--- src/rtl/scl_sync_pkg.sv ---
package scl_sync_pkg;
  typedef enum logic [1:0] {
    PH_OFF  = 2'd0,
    PH_WAIT = 2'd1,
    PH_HIGH = 2'd2,
    PH_LOW  = 2'd3
  } phase_e;
endpackage

--- src/rtl/scl_line_edge.sv ---
module scl_line_edge (
  input  logic clk_i,
  input  logic rst_ni,
  input  logic scl_i,
  output logic fell_o
);
  logic scl_q;

  // idle bus reads high
  always_ff @(posedge clk_i or negedge rst_ni) begin
    if (!rst_ni) scl_q <= 1'b1;
    else         scl_q <= scl_i;
  end

  assign fell_o = scl_q & ~scl_i;
endmodule

--- src/rtl/scl_phase_ctr.sv ---
module scl_phase_ctr #(
  parameter int CNT_W = 8
) (
  input  logic             clk_i,
  input  logic             rst_ni,
  input  logic             clr_i,
  input  logic             load_i,
  input  logic [CNT_W-1:0] load_val_i,
  output logic             done_o
);
  logic [CNT_W-1:0] cnt_q;

  always_ff @(posedge clk_i or negedge rst_ni) begin
    if (!rst_ni)            cnt_q <= '0;
    else if (clr_i)         cnt_q <= '0;
    else if (load_i)        cnt_q <= load_val_i;
    else if (cnt_q != '0)   cnt_q <= cnt_q - 1'b1;
  end

  assign done_o = (cnt_q == '0);

  // an expired counter must not wrap around
  assert_hold_at_zero_R3: assert property (@(posedge clk_i) disable iff (!rst_ni)
    (done_o && !load_i) |=> done_o);
endmodule

--- src/rtl/scl_clock_sync.sv ---
module scl_clock_sync
  import scl_sync_pkg::*;
#(
  parameter int CNT_W = 8
) (
  input  logic             clk_i,
  input  logic             rst_ni,
  input  logic             en_i,
  input  logic [CNT_W-1:0] low_cycles_i,
  input  logic [CNT_W-1:0] high_cycles_i,
  input  logic             scl_i,
  output logic             scl_pull_o,
  output logic             rise_o,
  output logic             fall_o
);
  localparam logic [CNT_W-1:0] CNT_ZERO = '0;

  phase_e           st_q, st_d;
  logic             rise_q, rise_d, fall_q, fall_d;
  logic             ctr_clr, ctr_load, ctr_done, line_fell;
  logic [CNT_W-1:0] ctr_val, lo_load, hi_load;

  // counter runs to zero, so load length-1; zero length saturates to one cycle
  assign lo_load = (low_cycles_i  == CNT_ZERO) ? CNT_ZERO : low_cycles_i  - 1'b1;
  assign hi_load = (high_cycles_i == CNT_ZERO) ? CNT_ZERO : high_cycles_i - 1'b1;

  scl_line_edge u_edge (
    .clk_i  (clk_i),
    .rst_ni (rst_ni),
    .scl_i  (scl_i),
    .fell_o (line_fell)
  );

  scl_phase_ctr #(.CNT_W(CNT_W)) u_ctr (
    .clk_i      (clk_i),
    .rst_ni     (rst_ni),
    .clr_i      (ctr_clr),
    .load_i     (ctr_load),
    .load_val_i (ctr_val),
    .done_o     (ctr_done)
  );

  always_comb begin
    st_d     = st_q;
    rise_d   = 1'b0;
    fall_d   = 1'b0;
    ctr_clr  = 1'b0;
    ctr_load = 1'b0;
    ctr_val  = hi_load;
    if (!en_i) begin
      st_d    = PH_OFF;
      ctr_clr = 1'b1;
    end else begin
      unique case (st_q)
        PH_OFF:  st_d = PH_WAIT;
        PH_WAIT: if (scl_i) begin
          st_d     = PH_HIGH;
          ctr_load = 1'b1;
          ctr_val  = hi_load;
          rise_d   = 1'b1;
        end
        // own count expired or another device pulled first: restart low count
        PH_HIGH: if (line_fell || ctr_done) begin
          st_d     = PH_LOW;
          ctr_load = 1'b1;
          ctr_val  = lo_load;
          fall_d   = 1'b1;
        end
        PH_LOW:  if (ctr_done) st_d = PH_WAIT;
        default: st_d = PH_OFF;
      endcase
    end
  end

  always_ff @(posedge clk_i or negedge rst_ni) begin
    if (!rst_ni) begin
      st_q   <= PH_OFF;
      rise_q <= 1'b0;
      fall_q <= 1'b0;
    end else begin
      st_q   <= st_d;
      rise_q <= rise_d;
      fall_q <= fall_d;
    end
  end

  assign scl_pull_o = (st_q == PH_LOW) && en_i;
  assign rise_o     = rise_q;
  assign fall_o     = fall_q;

  assert_off_quiet_R2: assert property (@(posedge clk_i) disable iff (!rst_ni)
    !en_i |=> (!rise_o && !fall_o && !scl_pull_o));

  assert_wait_released_R6: assert property (@(posedge clk_i) disable iff (!rst_ni)
    (st_q == PH_WAIT && !scl_i && en_i) |=> (!scl_pull_o && !rise_o));

  assert_rise_after_high_R8: assert property (@(posedge clk_i) disable iff (!rst_ni)
    rise_o |-> ($past(scl_i) && !scl_pull_o));

  assert_fall_with_pull_R9: assert property (@(posedge clk_i) disable iff (!rst_ni)
    fall_o |-> (scl_pull_o || !en_i));

  assert_pull_start_strobed_R9: assert property (@(posedge clk_i) disable iff (!rst_ni)
    $rose(scl_pull_o) |-> fall_o);

  assert_strobe_excl_R10: assert property (@(posedge clk_i) disable iff (!rst_ni)
    !(rise_o && fall_o));
endmodule

--- config.mk ---
export PLATFORM = sky130hd
export DESIGN_NAME = scl_clock_sync
export DESIGN_NICKNAME = d
export VERILOG_FILES = /design/src/rtl/scl_sync_pkg.sv /design/src/rtl/scl_line_edge.sv /design/src/rtl/scl_phase_ctr.sv /design/src/rtl/scl_clock_sync.sv
export SDC_FILE = /design/constraint.sdc
export NUM_CORES = 1
export LEC_CHECK = 0
export ABC_AREA = 1
export ABC_CLOCK_PERIOD_IN_PS = 2650
export BUFFER_PORTS_ARGS = -buffer_cell sky130_fd_sc_hd__buf_2
export CORE_MARGIN = 2
export CORE_UTILIZATION = 60
export CTS_CLUSTER_SIZE = 12
export DETAILED_ROUTE_END_ITERATION = 16
export PLACE_DENSITY = 0.84
export RECOVER_POWER = 25
export SETUP_SLACK_MARGIN = 0.3
export SLEW_MARGIN = 15
export SYNTH_ARGS = -nofsm -noshare
export SYNTH_HDL_FRONTEND = slang
export SYNTH_SLANG_ARGS = --single-unit
--- constraint.sdc ---
create_clock -name clk_i -period 2.65 [get_ports clk_i]
set_input_delay 0.3975 -clock clk_i [delete_from_list [all_inputs] [get_ports clk_i]]
set_output_delay 0.3975 -clock clk_i [all_outputs]
set_load 0.05 [all_outputs]
# ---- Word level (Yosys, flattened, before mapping)
# Index checks and enable logic that the tools add are counted.
dict set report word_totals {
  reg_bits 13
  input_bits 20
  output_inout_bits 3
  word_cells 45
}
dict set report op_classes {
  addsub 3
  eq_ne 7
  n_mux 20
  bitwise 2
  reduce_logical 8
}
# operator n
set op_table {}
lappend op_table {{$mux 8} 7}
lappend op_table {{$logic_not 8->1} 3}
lappend op_table {{$sub 8x1->8 const B} 3}
lappend op_table {{$ne 3x3->1 const B} 3}
lappend op_table {{$mux 2} 4}
lappend op_table {{$pmux 2 s4} 1}
lappend op_table {{$reduce_bool 8->1} 1}
lappend op_table {{$mux 1} 7}
lappend op_table {{$eq 2x2->1 const B} 2}
lappend op_table {{$ne 3x1->1 const B} 1}
lappend op_table {{$reduce_and 3->1} 1}
lappend op_table {{$eq 2x1->1 const B} 1}
lappend op_table {{$logic_not 2->1} 1}
lappend op_table {{$pmux 1 s2} 1}
lappend op_table {{$and 1x1->1} 1}
lappend op_table {{$logic_and 1x1->1} 1}
lappend op_table {{$logic_or 1x1->1} 1}
lappend op_table {{$not 1->1} 1}

# ---- Logic depth before layout (Yosys ltp)
dict set report depth {
  word_depth 8
  depth_mapped 12
  mapped_depth_nobuf 12
}

# ---- Hierarchy
# Synthesis repeated with hierarchy kept, for this count alone.
dict set report hier_totals {
  cells_unflattened 207
  hier_area_um2 1327.5
}
# module n_inst cells_per_inst area_per_inst_um2 seq_area_each_um2
set by_module_without_submodules {}
lappend by_module_without_submodules {scl_clock_sync 1 123 713.2 100.1}
lappend by_module_without_submodules {scl_phase_ctr 1 81 578.1 200.2}
lappend by_module_without_submodules {scl_line_edge 1 3 36.3 26.3}

# ---- Least setup slack after synthesis
# OpenSTA, ideal clock, no wires.
dict set report synth_path {
  path_kind {register to register}
  startpoint {register u_ctr.cnt_q[0]}
  endpoint {register u_ctr.cnt_q[0]}
  setup_ps 113
  t_arrival_ps 1401
  required_time_ps 2537
  setup_slack_ps 1136
  path_stages_with_launch 13
  n_path_buf 1
  synth_period_minus_slack_ps 1514
  path_cell_list {dfrtp_1 inv_1 ha_1 nand2_2 o21ai_4 nand2_4 buf_6 nand3_1 nand2_1 nand2_1 nand3_1 nand2_1 inv_1}
}
dict set report synth_via {
  elab_chain_cells 7
  elab_cells_between_ends 13
  classes_between {add/sub: 1; eq/ne: 1; mux: 8; reduce/logical: 3}
}
# item line_no
set synth_rtl {}
lappend synth_rtl {{start, declared} scl_phase_ctr.sv:11} ;# logic [CNT_W-1:0] cnt_q;
lappend synth_rtl {{start signal, assigned} scl_phase_ctr.sv:16} ;# else if (load_i) cnt_q <= load_val_i;
lappend synth_rtl {{start signal, assigned} scl_phase_ctr.sv:17} ;# else if (cnt_q != '0) cnt_q <= cnt_q - 1'b1;
lappend synth_rtl {{branches (longest 7 deep; another with $sub 8x1->8)} --}
# Several ways; the timed one is not identified. The select of a mux whose other input is x is not followed.
# A chain may end at the register's enable or synchronous reset.

# ---- Final worst setup path
# Ends and elaborated chain as after synthesis.

==> impl_metrics.env <==
export IMPL_p_leak_nw=0.811
export IMPL_cts_clk_slew_worst_paths_ns=0.08
export IMPL_rows=17
export IMPL_cts_sink_count=13
export IMPL_crit_slowest_cell="sky130_fd_sc_hd__dfrtp_1"
export IMPL_worst_case_clock_buffer_depth=2
export IMPL_timing_final_hold_violations=0
export IMPL_grt_max_degree=14
export IMPL_ir_drop_v=0.000347
export IMPL_clock_tree_htree_level_count=1
export IMPL_syn_num_nets=223
export IMPL_drt_iter0_drc=27
export IMPL_ys_top_cells_by_count="sky130_fd_sc_hd__nand2_1 (46), sky130_fd_sc_hd__inv_1 (30), sky130_fd_sc_hd__nand3_1 (22)"
export IMPL_drive_above_1_share_pct=20.2
export IMPL_grt_antenna_before_repair=0
export IMPL_overflow=0
export IMPL_floorplan_die_area_sq_um=2630
export IMPL_post_place_ws_ns=0.967
export IMPL_timing_critical_path_cells="inv_1, ha_1, nand2_2, o21ai_4, nand2_4, nand2_2, nand2_4, nand3_2, inv_2, nand2_1, nand2_1, inv_1"
export IMPL_report_final_setup_viol=0
export IMPL_setup_worst_path_class="flop to flop"
export IMPL_vias_in_the_first_global_route=1233
export IMPL_routedWlPerCell_um=11.7
export IMPL_detail_route_drc_violations=0
export IMPL_grt_pass1_wl_um=4830
export IMPL_syn_to_final_growth_pct=12.2
export IMPL_synthesis_warning_total=0
export IMPL_powerDensity_nw_per_um2=780
export IMPL_synth_enable_flop_cells=0
export IMPL_drtAntennaViolNets=0
export IMPL_report_final_slew_viol_count=0
export IMPL_n_antenna_cell=0
export IMPL_place_gp_congestion=0.905
export IMPL_track_usage_pct=24.3
export IMPL_maxSlewHeadroom_pct=53.6
export IMPL_synth_ff_type="sky130_fd_sc_hd__dfrtp_1"
export IMPL_cts_inserted_buffers=3
export IMPL_synth_seq_cells=13
export IMPL_timing_critical_path_arrival_ns=1.95
export IMPL_worstSkewPairLatency_ns=0.28
export IMPL_floorplan_io_pins=23
export IMPL_die_x_um=51.2
export IMPL_worstSetupEndpointType="flop"
export IMPL_hp_class="input port to flop"
export IMPL_setup_worst_path_start_class="flop"
export IMPL_total_placed_instance_area_sq_um=1470
export IMPL_timing_critical_path_slowest_cell_delay_ns=0.36
export IMPL_post_synth_top_area_fraction_pct=22.4
export IMPL_tritoncts="yes"
export IMPL_fill_cells=185
export IMPL_dp_final_hpwl_um=2310
export IMPL_synth_lib_cells_used_distinct=31
export IMPL_top_count_cell_post_synth="sky130_fd_sc_hd__nand2_1"
export IMPL_synth_seq_area_share_pct=24.4
export IMPL_grt_setup_unrepaired="false"
export IMPL_finalWorstPathRequiredPeriod_ns=1.72
export IMPL_average_via_count_per_standard_cell=5.24
export IMPL_period_share_pct=64.9
export IMPL_maximum_clock_frequency_ghz=0.581
export IMPL_drt_wirelength_um=2870
export IMPL_route_vias_total=1289
export IMPL_timing_critical_path_required_ns=2.88
export IMPL_fin_ws_ns=0.930
export IMPL_tns_ns=0
export IMPL_status="finished, final reports clean"
export IMPL_starting_density_of_the_core_pct=61.7
export IMPL_die_h_um=51.2
export IMPL_port_buffers=22
export IMPL_core_area_sq_um=2170
export IMPL_cts_resized_gates=0
export IMPL_postSynth_asyncResetShare_pct=100
export IMPL_crit_fanout=12
export IMPL_yosys_area_top_type="sky130_fd_sc_hd__dfrtp_1"
export IMPL_syn_cell_area_sq_um=1340
export IMPL_final_nets=249
export IMPL_drt_pass1_iter_count=4
export IMPL_synthesized_area_per_cell_sq_um=6.94
export IMPL_netlist_top_cells_area="sky130_fd_sc_hd__dfrtp_1 (22%), sky130_fd_sc_hd__nand2_1 (13%), sky130_fd_sc_hd__ha_1 (9.3%)"
export IMPL_postLayoutCoreUtil_pct=69.3
export IMPL_worst_slew_pin_transition_ns=0.696
export IMPL_drv_max_cap_violation_count=0
export IMPL_final_setup_skew_ns=0.00146
export IMPL_design_area_sq_um=1500
export IMPL_root_buffer="sky130_fd_sc_hd__clkbuf_4"
export IMPL_syn_inst=193
layer usage:
layer	global-route usage (%)	share of wire (%)
met5	0	0
met1	27.2	45
met2	45.2	49
met4	12.3	2.9
met3	2.34	3.8
layout by cell type, fill, tap and decap left out, types with 5 or more instances in the layout:
master,synthesis,routed
sky130_fd_sc_hd__inv_1,30,30
sky130_fd_sc_hd__buf_2,0,20
sky130_fd_sc_hd__nor2_1,17,17
sky130_fd_sc_hd__nand2_1,46,46
sky130_fd_sc_hd__dfrtp_1,12,12
sky130_fd_sc_hd__xor2_1,9,9
sky130_fd_sc_hd__nor2_2,5,5
sky130_fd_sc_hd__ha_1,10,10
sky130_fd_sc_hd__nand3_1,22,22
power by group:
part / leakage, nW / total (mW) / switching (mW) / internal (mW)
sequential: 0.169 / 0.324 / 0.0584 / 0.266
clock: 0.0150 / 0.126 / 0.0679 / 0.0585
combinational: 0.628 / 0.721 / 0.458 / 0.263
total: 0.811 / 1.17 / 0.585 / 0.587
per-stage QoR:
stage | hold WS, ns | instances | total power [mW]
3_3_place_gp | 0.293 | 241 | 1.01
6_report | 0.221 | 246 | 1.17
3_5_place_dp | 0.297 | 241 | 1.04
5_1_grt | 0.218 | 246 | 1.29
2_1_floorplan | 0.102 | 193 | 0.895
4_1_cts | 0.227 | 246 | 1.17
path summary, 6_finish.rpt:
path                            depth (start not counted)                    endpoint                       start  slack (ns)
worst max-delay path                                   12  u_ctr.cnt_q[0]$_DFFE_PN0P_  u_ctr.cnt_q[0]$_DFFE_PN0P_        0.93
worst min-delay path                                    1      u_edge.scl_q$_DFF_PN1_                       scl_i        0.22
worst max register to register                         12  u_ctr.cnt_q[0]$_DFFE_PN0P_  u_ctr.cnt_q[0]$_DFFE_PN0P_        0.93
worst min register to register                          2  u_ctr.cnt_q[1]$_DFFE_PN0P_  u_ctr.cnt_q[1]$_DFFE_PN0P_        0.53
max in group asynchronous                               2  u_ctr.cnt_q[5]$_DFFE_PN0P_                      rst_ni        1.55
min in group asynchronous                               2  u_ctr.cnt_q[7]$_DFFE_PN0P_                      rst_ni        0.66
sequential cells by signal, indices dropped and copies added, names as in the netlist:
name and cells:
fall_o 1, rise_o 1, st_q 2, u_ctr.cnt_q 8, u_edge.scl_q 1
critical path: cells and delay by family (launching register included):
kind | cells | cell delay (ns)
and+or+nand+nor | 7 | 0.64
DFF | 1 | 0.36
buffers and inverters | 3 | 0.28
adders and majority gates | 1 | 0.19
AOI/OAI and AO/OA | 1 | 0.19
kinds of logic after synthesis:
logic type | after synthesis | share of synthesized area [%]
xor+xnor | 14 | 9.72
flops | 13 | 24.4
simple gates | 106 | 37.6
compound gates | 17 | 9.16
buf+inv | 33 | 9.81
fa+ha+maj | 10 | 9.35
repair_timing:
| action | CTS | global route |
|---|---|---|
| setup buffers | 0 | 0 |
| hold endpoints to repair | 12 | 0 |
| hold buffers | 1 | 0 |
cell type report:
class	instances	area [sq um]	area share (%)
Inverter	31	116	7.74
Clock buffer	4	26.3	1.75
Tap cell	28	35.0	2.33
Multi-Input combinational cell	147	881	58.6
Sequential cell	13	327	21.7
Timing Repair Buffer	23	118	7.83
No activity file was read; power rests on OpenSTA's default activity.
